## src/rtl/prom_prog_seq.sv

```systemverilog
module prom_prog_seq #(
  parameter int AW        = 15,
  parameter int DW        = 8,
  parameter int PULSE_CYC = 16000,
  parameter int SETUP_CYC = 32,
  parameter int HOLD_CYC  = 32,
  parameter int GAP_CYC   = 32,
  parameter int READ_CYC  = 16,
  parameter int FLOAT_CYC = 2,
  parameter int MAX_TRY   = 25
) (
  input  logic          clk,
  input  logic          rst_n,
  input  logic          start,
  input  logic [AW-1:0] start_addr,
  input  logic [AW-1:0] end_addr,
  output logic          src_req,
  input  logic          src_ack,
  input  logic [DW-1:0] src_data,
  input  logic [DW-1:0] rd_data,
  output logic          ce_n,
  output logic          oe_n,
  output logic [AW-1:0] addr,
  output logic [DW-1:0] wr_data,
  output logic          wr_oe,
  output logic          busy,
  output logic          done,
  output logic          fail,
  output logic [AW-1:0] fail_addr
);
  localparam int TW      = $clog2(MAX_TRY + 1);
  localparam int LONGEST = 3 * MAX_TRY * PULSE_CYC;
  localparam int CW      = $clog2(LONGEST + 1);

  typedef enum logic [2:0] {
    S_IDLE, S_FETCH, S_SETUP, S_PULSE, S_HOLD, S_GAP, S_READ, S_FLOAT
  } st_t;

  st_t           st;
  logic [CW-1:0] cnt, span;
  logic [TW-1:0] tries;
  logic [AW-1:0] addr_q, end_q, fail_addr_q;
  logic [DW-1:0] data_q;
  logic          over, match, done_q, fail_q;
  logic          timed, last;

  always_comb begin
    case (st)
      S_SETUP: span = CW'(SETUP_CYC);
      S_PULSE: span = over ? CW'(tries) * CW'(3 * PULSE_CYC) : CW'(PULSE_CYC);
      S_HOLD:  span = CW'(HOLD_CYC);
      S_GAP:   span = CW'(GAP_CYC);
      S_READ:  span = CW'(READ_CYC);
      S_FLOAT: span = CW'(FLOAT_CYC);
      default: span = CW'(1);
    endcase
  end

  assign timed = (st != S_IDLE) && (st != S_FETCH);
  assign last  = timed && (cnt == span - CW'(1));

  always_ff @(posedge clk or negedge rst_n) begin
    if (!rst_n) begin
      st          <= S_IDLE;
      cnt         <= '0;
      tries       <= '0;
      addr_q      <= '0;
      end_q       <= '0;
      fail_addr_q <= '0;
      data_q      <= '0;
      over        <= 1'b0;
      match       <= 1'b0;
      done_q      <= 1'b0;
      fail_q      <= 1'b0;
    end else begin
      if (timed && !last) cnt <= cnt + CW'(1);
      else                cnt <= '0;
      case (st)
        S_IDLE: if (start) begin
          addr_q <= start_addr;
          end_q  <= end_addr;
          done_q <= 1'b0;
          fail_q <= 1'b0;
          tries  <= '0;
          over   <= 1'b0;
          st     <= S_FETCH;
        end
        S_FETCH: if (src_ack) begin
          data_q <= src_data;
          tries  <= '0;
          over   <= 1'b0;
          st     <= S_SETUP;
        end
        S_SETUP: if (last) begin
          if (!over) tries <= tries + TW'(1);
          st <= S_PULSE;
        end
        S_PULSE: if (last) st <= S_HOLD;
        S_HOLD: if (last) begin
          if (over) begin
            over <= 1'b0;
            if (addr_q == end_q) begin
              done_q <= 1'b1;
              st     <= S_IDLE;
            end else begin
              addr_q <= addr_q + AW'(1);
              st     <= S_FETCH;
            end
          end else begin
            st <= S_GAP;
          end
        end
        S_GAP: if (last) st <= S_READ;
        S_READ: if (last) begin
          match <= (rd_data == data_q);
          st    <= S_FLOAT;
        end
        S_FLOAT: if (last) begin
          if (match) begin
            over <= 1'b1;
            st   <= S_SETUP;
          end else if (tries == TW'(MAX_TRY)) begin
            fail_q      <= 1'b1;
            fail_addr_q <= addr_q;
            st          <= S_IDLE;
          end else begin
            st <= S_SETUP;
          end
        end
        default: st <= S_IDLE;
      endcase
    end
  end

  assign src_req   = (st == S_FETCH);
  assign ce_n      = (st != S_PULSE);
  assign oe_n      = (st != S_READ);
  assign wr_oe     = (st == S_SETUP) || (st == S_PULSE) || (st == S_HOLD);
  assign addr      = addr_q;
  assign wr_data   = data_q;
  assign busy      = (st != S_IDLE);
  assign done      = done_q;
  assign fail      = fail_q;
  assign fail_addr = fail_addr_q;
endmodule

```

## config.mk

```make
export PLATFORM = sky130hd
export DESIGN_NAME = prom_prog_seq
export DESIGN_NICKNAME = d
export VERILOG_FILES = /design/src/rtl/prom_prog_seq.sv
export SDC_FILE = /design/constraint.sdc
export NUM_CORES = 1
export LEC_CHECK = 0
export BUFFER_PORTS_ARGS = -buffer_cell sky130_fd_sc_hd__buf_2
export CELL_PAD_IN_SITES_DETAIL_PLACEMENT = 1
export CELL_PAD_IN_SITES_GLOBAL_PLACEMENT = 1
export CORE_UTILIZATION = 45
export CTS_CLUSTER_DIAMETER = 40
export CTS_CLUSTER_SIZE = 8
export DETAILED_ROUTE_END_ITERATION = 16
export PLACE_DENSITY_LB_ADDON = 0.1
export SLEW_MARGIN = 20
export SYNTH_ARGS = -nofsm -noshare
export SYNTH_HDL_FRONTEND = slang
export SYNTH_SLANG_ARGS = --single-unit
```

## constraint.sdc

```tcl
create_clock -name clk -period 11.4 [get_ports clk]
set_input_delay 2.28 -clock clk [delete_from_list [all_inputs] [get_ports clk]]
set_output_delay 2.28 -clock clk [all_outputs]
set_load 0.05 [all_outputs]
```

# Word level (Yosys, flattened, before mapping)
# Cells that the tools add are included.
[op_classes]
addsub = 4
mul = 1
div = 0
order_cmp = 0
n_eq_ne = 29
n_shift = 0
muxes = 40
bitwise_logic = 1
reduce_logical = 23
[op_table]
columns = ["operator", "n"]
rows = [
  ["case mux 21 bit (4 select lines)", 1],
  ["two-way mux 15 bit", 4],
  ["two-way mux 21 bit", 2],
  ["case mux 15 bit (2 select lines)", 1],
  ["!= test 2 bit, second input constant", 14],
  ["two-way mux 3 bit", 9],
  ["case mux 3 bit (8 select lines)", 1],
  ["adder 21 x 1 -> 21 bit, second input constant", 1],
  ["== test 21 bit", 1],
  ["subtractor 21 x 1 -> 21 bit, second input constant", 1],
  ["two-way mux 5 bit", 4],
  ["AND reduction 5 bit", 4],
  ["adder 15 x 1 -> 15 bit, second input constant", 1],
  ["== test 15 bit", 1],
  ["case mux 5 bit (3 select lines)", 1],
  ["multiplier 5 x 9 -> 14 bit, second input constant", 1],
  ["== test 3 bit, second input constant", 4],
  ["two-way mux 1 bit", 12],
  ["== test 8 bit", 1],
  ["AND reduction 8 bit", 1],
  ["== test 3 x 2 -> 1 bit, second input constant", 2],
  ["AND reduction 2 bit", 3],
  ["AND reduction 6 bit", 1],
  ["nonzero test 3 bit", 2],
  ["19 further kinds", 25],
]
[word_totals]
reg_bits = 86
latchBits = 0
ram_bits = 0
mem_bits_ro = 0
in_bits = 50
word_cells = 109
n_memories = 0

# Logic depth before layout (Yosys ltp)
# Gate-level depths: netlist of run 1.
[depth]
ltp_word = 9
mapped_depth = 22
depth_no_buf = 19

# Worst setup path after synthesis of run 1
# No wires, ideal clock.
[synth_timing]
path_kind = "register -> register"
from = "register tries[2]"
to = "register fail_addr_q[10], in the netlist fail_addr[10]"
arrival_time_ns = 5.213
slack_ns = 6.062
path_stages_with_launch = 21
n_path_buf = 3
synth_period_minus_slack_ns = 5.338
cell_sequence = "dfrtp_1 fa_1 ha_1 inv_1 fa_1 inv_1 ha_1 a211oi_2 o31ai_4 a221oi_2 mux2i_1 xnor2_1 nor2_1 or4_1 a311oi_2 and2_1 buf_4 and4_1 buf_6 buf_12 mux2_4"
[synth_between]
elab_chain_len = 7
elab_cells_between_ends = 8
classes_between = "1 x add/sub; 1 x mul; 2 x eq/ne; 2 x mux; 2 x reduce/logical"
[synth_rtl]
columns = ["element", "line", "rtl"]
rows = [
  ["start: declaration", "41", "logic [TW-1:0] tries;"],
  ["start signal: assignment", "95", "if (!over) tries <= tries + TW'(1);"],
  ["multiplier 5 x 9 -> 14 bit", "50", "S_PULSE: span = over ? CW'(tries) * CW'(3 * PULSE_CYC) : CW'(PULSE_CYC);"],
  ["two-way mux 21 bit", "50", ""],
  ["case mux 21 bit (4 select lines)", "48", "case (st)"],
  ["subtractor 21 x 1 -> 21 bit", "60", "assign last = timed && (cnt == span - CW'(1));"],
  ["== test 21 bit", "60", ""],
  ["logical AND 1 bit", "60", ""],
  ["AND reduction 4 bit (no source line) (*)", "-", ""],
  ["end signal: assignment", "124", "fail_addr_q <= addr_q;"],
  ["end: declaration", "42", "logic [AW-1:0] addr_q, end_q, fail_addr_q;"],
]
# Every way passes the cells marked *; elsewhere a longest branch is shown, timed or not.
# A chain may end at the register's enable or synchronous reset.

# Final worst setup path of run 1
[layout_timing]
from = "register tries[2]"
to = "register fail_addr_q[3], in the netlist fail_addr[3]"
# Same word-level chain as after synthesis.

==> impl_metrics.yaml, run 1 <==
clocking:
  cts_hold_buf: 0
  clock_latency_ns: 0.35
  cts_resized: 0
  htree_levels: 3
  cts_sinks: 86
  cts_made_buffers: 9
  clockBufferDepth: 2
  clockRootBuffer: "clkbuf_16"
  clk_pin_slew_worst_paths_ns: 0.07
  cts_tree: "yes"
  post_cts_buffers: 0
critical_path:
  cp_slowest_stage_delay_ns: 0.90
  crit_path_max_fanout: 25
  reg2reg_from: "tries[2]$_DFFE_PN0P_"
  worstSetupStartpoint: "tries[2]$_DFFE_PN0P_"
  cpMostUsedCell: "fa_1"
  reg2reg_slack_ns: 4.76
  endpoint_kind: "flip-flop"
  critPathArrivalTime_ns: 6.88
  cp_cell_sequence: "fa_1 -> fa_1 -> fa_1 -> ha_1 -> a21o_1 -> a21oi_1 -> a21o_1 -> a21oi_1 -> nor3_1 -> nand3_1 -> or4_1 -> a311oi_2 -> and2_1 -> buf_4 -> and4_1 -> mux2_2"
  crit_required_ns: 11.64
  path_class: "flip-flop to flip-flop"
  critPathLaunchType: "flip-flop"
  cp_slowest_cell: "and4_1"
timing:
  final_hold_viol_count: 0
  fmax_mhz: 150.6
  grt_setup_unrepaired: "no"
  skew_ns: 0.007734
  finalSetupViolCount: 0
  slew_violations: 0
  layout_min_cycle_time_ns: 6.639
  worstMarginPinSlew_ns: 1.001
  max-slew-margin-rel_pct: 33.26
  finalSetupTns_ns: 0
  hold_ws_ns: 0.5005
  final.period_utilization_pct: 58.24
final_layout:
  multi_input_area_um2: 3548
  seq_area_um2: 2152
  layout_common_cells: "buf_2, dfrtp_1, nand2_1"
  drive_above_1_share_pct: 20.58
  antenna_cells: 0
  fillers: 1545
  layout_commonest_cell: "buf_2"
  layout.cells.non_filler: 901
  fin_area_um2: 6825
  area_delta_synth_final_pct: 14.89
  final_nets: 815
logic_synthesis:
  synth_area_leaders: "dfrtp_1, ha_1, xnor2_1, nand2_1, nor2_1"
  ys_dominant_reg_cell: "dfrtp_1"
  synth_edf_count: 0
  synth.distinct_cells: 69
  synth-seq-cells: 86
  synth_top_area_share_pct: 36.23
  syn_avg_cell_area_um2: 9.182
  seq_area_frac_synth_pct: 36.23
  synth_warnings: 0
  synth_top_area_cell: "dfrtp_1"
  syn_inst: 647
  netlist_area_um2: 5941
  synth_fp_nets: 737
  async_reset_ff_share_pct: 100.0
floorplanning:
  die_w_um: 116.9
  num_io_pins: 95
  die_h_um: 116.9
  dieArea_um2: 13660
  rows: 41
  start_util_pct: 46.70
  coreArea_um2: 12720
status:
  status: "complete, no violations"
power:
  irDropWorstVdd_uv: 147.7
  power.density_nw_per_um2: 204.0
  leakagePower_nw: 3.247
placed_design:
  post-dp-hpwl_um: 12350
  port_buffers: 94
  place_congestion: 0.8727
  dpl-instance-area_um2: 6505
  place_inst: 886
routing:
  wl_per_cell_um: 18.42
  first_iter_violations: 352
  drc: 0
  vias: 5131
  viasPerCell: 5.695
  routed_wl_um: 16590
  firstDrtPassIters: 4
  final_antenna_net_count: 0
global_routing:
  grt_first_pass_wirelength_um: 27140
  grt_overflow: 0
  antenna_found_initial: 0
  grt_max_degree: 77
  grt_usage_pct: 25.98
  grt_pass1_vias: 5284
job:
  cap_violations: 0
worst_hold_path:
  worstHoldPathType: "flip-flop to flip-flop"
  min-delay-start: "end_q[4]$_DFFE_PN0P_"
==> critical path: cells and delay by family, from the launching register on <==
| family | cells | cell delay [ns] |
|---|---|---|
| DFF | 1 | 0.47 |
| muxes | 1 | 0.41 |
| AOI/OAI and AO/OA | 5 | 1.49 |
| adders and majority gates | 4 | 1.84 |
| buffers and inverters | 1 | 0.27 |
| and+or+nand+nor | 5 | 2.01 |
==> Yosys cell counts, types with 6 or more instances <==
| cell | instances |
|---|---|
| or3_1 | 6 |
| o21ai_0 | 20 |
| a21oi_1 | 31 |
| and2_1 | 7 |
| nor3_1 | 21 |
| a31oi_1 | 6 |
| nand3_1 | 24 |
| mux2i_1 | 7 |
| mux2_4 | 9 |
| nand2_1 | 85 |
| inv_1 | 25 |
| and3_1 | 12 |
| mux2_2 | 16 |
| o22ai_1 | 7 |
| clkbuf_1 | 22 |
| nor2_1 | 57 |
| nand4_1 | 16 |
| ha_1 | 31 |
| fa_1 | 9 |
| dfrtp_1 | 86 |
| xor2_1 | 20 |
| a211oi_1 | 12 |
| xnor2_1 | 40 |
==> stage by stage <==
stage | total power [mW] | util (%) | setup WS, ns
after global routing | 1.478 | 53.65 | 4.419
after floorplan | 0.9131 | - | 6.062
after CTS | 1.404 | 53.65 | 4.814
final | 1.392 | 53.65 | 4.761
after global placement | 1.052 | 51.13 | 5.089
after detailed placement | 1.072 | 51.13 | 4.840
==> state kept, by name, indices dropped and copies added (netlist names) <==
register and flops:
tries 5, over 1, done 1, fail 1
st 3, fail_addr 15, end_q 15, wr_data 8
addr 15, cnt 21, match 1
==> final timing paths <==
check                                      endpoint  cells past startpoint
max                        fail_addr[3]$_DFFE_PN0P_                     16
min                            end_q[4]$_DFFE_PN0P_                      2
max reg2reg                fail_addr[3]$_DFFE_PN0P_                     16
min reg2reg                    end_q[4]$_DFFE_PN0P_                      2
max in group asynchronous    wr_data[5]$_DFFE_PN0P_                      2
min in group asynchronous         cnt[19]$_DFF_PN0_                      1
==> cell families after synthesis <==
logic type,synth area share (%)
AOI/OAI and AO/OA,13.29
xor gates and xnor gates,9.499
adders and majority gates,9.562
buffers and inverters,4.044
DFF,36.23
muxes,6.487
and+or+nand+nor,20.89
==> layout make-up <==
| cell class | count | area share, % |
|---|---|---|
| Inverter | 25 | 1.375 |
| Clock buffer | 9 | 3.300 |
| Tap cell | 172 | 3.153 |
| Multi-Input combinational cell | 506 | 51.99 |
| Timing Repair Buffer | 97 | 7.259 |
| Sequential cell | 86 | 31.53 |
| Clock inverter | 6 | 1.393 |
==> metal layers <==
metal  global-route usage (%)  up-vias  wire length [um]
li1                         -     2445                 -
met1                    35.79     2549              7895
met2                    40.63      117              7689
met3                    5.819       20               761
met4                    8.270        0               247
met5                        0        -                 0
==> power by group <==
part	internal [mW]	switching (mW)	leakage (nW)
clock	0.193	0.131	0.150
sequential	0.386	0.123	1.11
combinational	0.188	0.372	1.99
total	0.767	0.625	3.25
No activity file was read; power rests on OpenSTA's default activity.
==> run 2: changes to the inputs <==
Settings changed: CORE_UTILIZATION 45 to 40.
Clock period 11.4 ns to 5.97 ns, I/O delays scaled along.
==> impl_metrics.yaml, run 2 (same netlist as run 1, synthesis figures left out) <==
critical_path:
  cp_cell_sequence: "fa_1 -> ha_1 -> inv_1 -> fa_1 -> inv_1 -> ha_1 -> a211oi_2 -> o31ai_4 -> a221oi_2 -> mux2i_2 -> xnor2_1 -> nor2_1 -> or4_1 -> a311oi_2 -> and2_1 -> and4_1 -> buf_4 -> mux2_4"
  path_class: "flip-flop to flip-flop"
  crit_required_ns: 6.21
  critPathLaunchType: "flip-flop"
  crit_path_max_fanout: 9
  critPathArrivalTime_ns: 5.88
  endpoint_kind: "flip-flop"
  cp_slowest_stage_delay_ns: 0.50
  cp_slowest_cell: "fa_1"
clocking:
  post_cts_buffers: 0
  clockBufferDepth: 2
  clock_latency_ns: 0.35
  cts_sinks: 86
  cts_resized: 0
  clk_pin_slew_worst_paths_ns: 0.07
  cts_tree: "yes"
  cts_made_buffers: 9
  htree_levels: 3
  clockRootBuffer: "clkbuf_16"
  cts_hold_buf: 0
global_routing:
  grt_max_degree: 45
  grt_pass1_vias: 5309
  grt_overflow: 0
  antenna_found_initial: 0
  grt_usage_pct: 23.44
  grt_first_pass_wirelength_um: 27520
timing:
  worstMarginPinSlew_ns: 0.8667
  grt_setup_unrepaired: "no"
  finalSetupTns_ns: 0
  skew_ns: 0.01183
  final_hold_viol_count: 0
  slew_violations: 0
  fmax_mhz: 177.2
  hold_ws_ns: 0.5067
  timing.final.ws_setup_ns: 0.3278
  finalSetupViolCount: 0
  layout_min_cycle_time_ns: 5.642
  max-slew-margin-rel_pct: 42.08
  final.period_utilization_pct: 94.51
final_layout:
  final_nets: 822
  utilization_pct: 47.49
  layout_commonest_cell: "buf_2"
  antenna_cells: 0
  regMostFlops: "cnt"
  largest_register_ffs: 21
  drive_above_1_share_pct: 21.57
  layout_common_cells: "buf_2, dfrtp_1, nand2_1"
  area_delta_synth_final_pct: 16.20
routing:
  first_iter_violations: 208
  firstDrtPassIters: 4
  viasPerCell: 5.666
  final_antenna_net_count: 0
  drc: 0
  vias: 5218
  routed_wl_um: 17060
  wl_per_cell_um: 18.53
power:
  internal-power_mw: 1.473
  p_sw_mw: 1.208
  switching_share_pct: 45.06
  pwr-share-clk_pct: 23.3
  leakagePower_nw: 3.285
  comb_power_share_pct: 40.3
  power.density_nw_per_um2: 388.4
  pwr-share-seq_pct: 36.4
  irDropWorstVdd_uv: 257.0
placed_design:
  place_congestion: 0.8134
  dpl_worst_slack_ns: 0.2015
  post-dp-hpwl_um: 12810
  port_buffers: 94
floorplanning:
  rows: 44
  die_w_um: 123.9
  start_util_pct: 40.87
  die_h_um: 123.9
  coreArea_um2: 14530
  num_io_pins: 95
  dieArea_um2: 15340
job:
  cap_violations: 0
status:
  status: "complete, no violations"
worst_hold_path:
  worstHoldPathType: "flip-flop to flip-flop"
[run 2: power groups by stage]
stage,Clock (mW),Sequential [mW],Combinational (mW)
floorplan,0,1.17,0.573
global placement,0,0.974,1.06
detailed placement,0,0.982,1.08
CTS,0.638,0.975,1.09
global route,0.658,1.00,1.18
finish,0.625,0.977,1.08
[run 2: stage by stage]
stage	area (um2)	instances	total power, mW
floorplan	5941	647	1.744
global placement	6573	905	2.030
detailed placement	6573	905	2.065
CTS	6895	921	2.699
global route	6903	921	2.840
finish	6903	921	2.681
[run 2: worst paths after layout]
kind / from / end / slack (ns) / depth (start not counted)
worst max-delay path: tries[3]$_DFFE_PN0P_ / fail_addr[9]$_DFFE_PN0P_ / 0.33 / 18
max in group asynchronous: rst_n / fail_addr[3]$_DFFE_PN0P_ / 4.13 / 2
min in group asynchronous: rst_n / cnt[13]$_DFF_PN0_ / 0.84 / 1
worst max register to register: tries[3]$_DFFE_PN0P_ / fail_addr[9]$_DFFE_PN0P_ / 0.33 / 18
worst min-delay path: end_q[3]$_DFFE_PN0P_ / end_q[3]$_DFFE_PN0P_ / 0.51 / 2
worst min register to register: end_q[3]$_DFFE_PN0P_ / end_q[3]$_DFFE_PN0P_ / 0.51 / 2
[run 2: final cells by class]
type,instances,area (um2)
inverters,25,93.84
fillers,1724,7631
clock buffers,10,229.0
flip-flops and latches,86,2152
clock inverters,6,93.84
repair buffers,104,548.0
well taps,184,230.2
multi-input cells,506,3556
[run 2: metal layers]
metal	track usage [%]	part of all wire (%)	up-vias	wire [um]
li1	-	-	2470	-
met1	32.37	48	2628	8172
met2	37.29	47	99	7935
met3	4.533	3.9	21	673
met4	6.476	1.7	0	283
met5	0	0	-	0
[run 2: critical path: cells and delay by family, from the launching register on]
| kind | cells | cell delay (ns) |
|---|---|---|
| fa+ha+maj | 4 | 1.69 |
| compound gates | 4 | 1.21 |
| simple gates | 4 | 0.96 |
| mux | 2 | 0.67 |
| flops | 1 | 0.47 |
| buf+inv | 3 | 0.34 |
| xor+xnor | 1 | 0.20 |
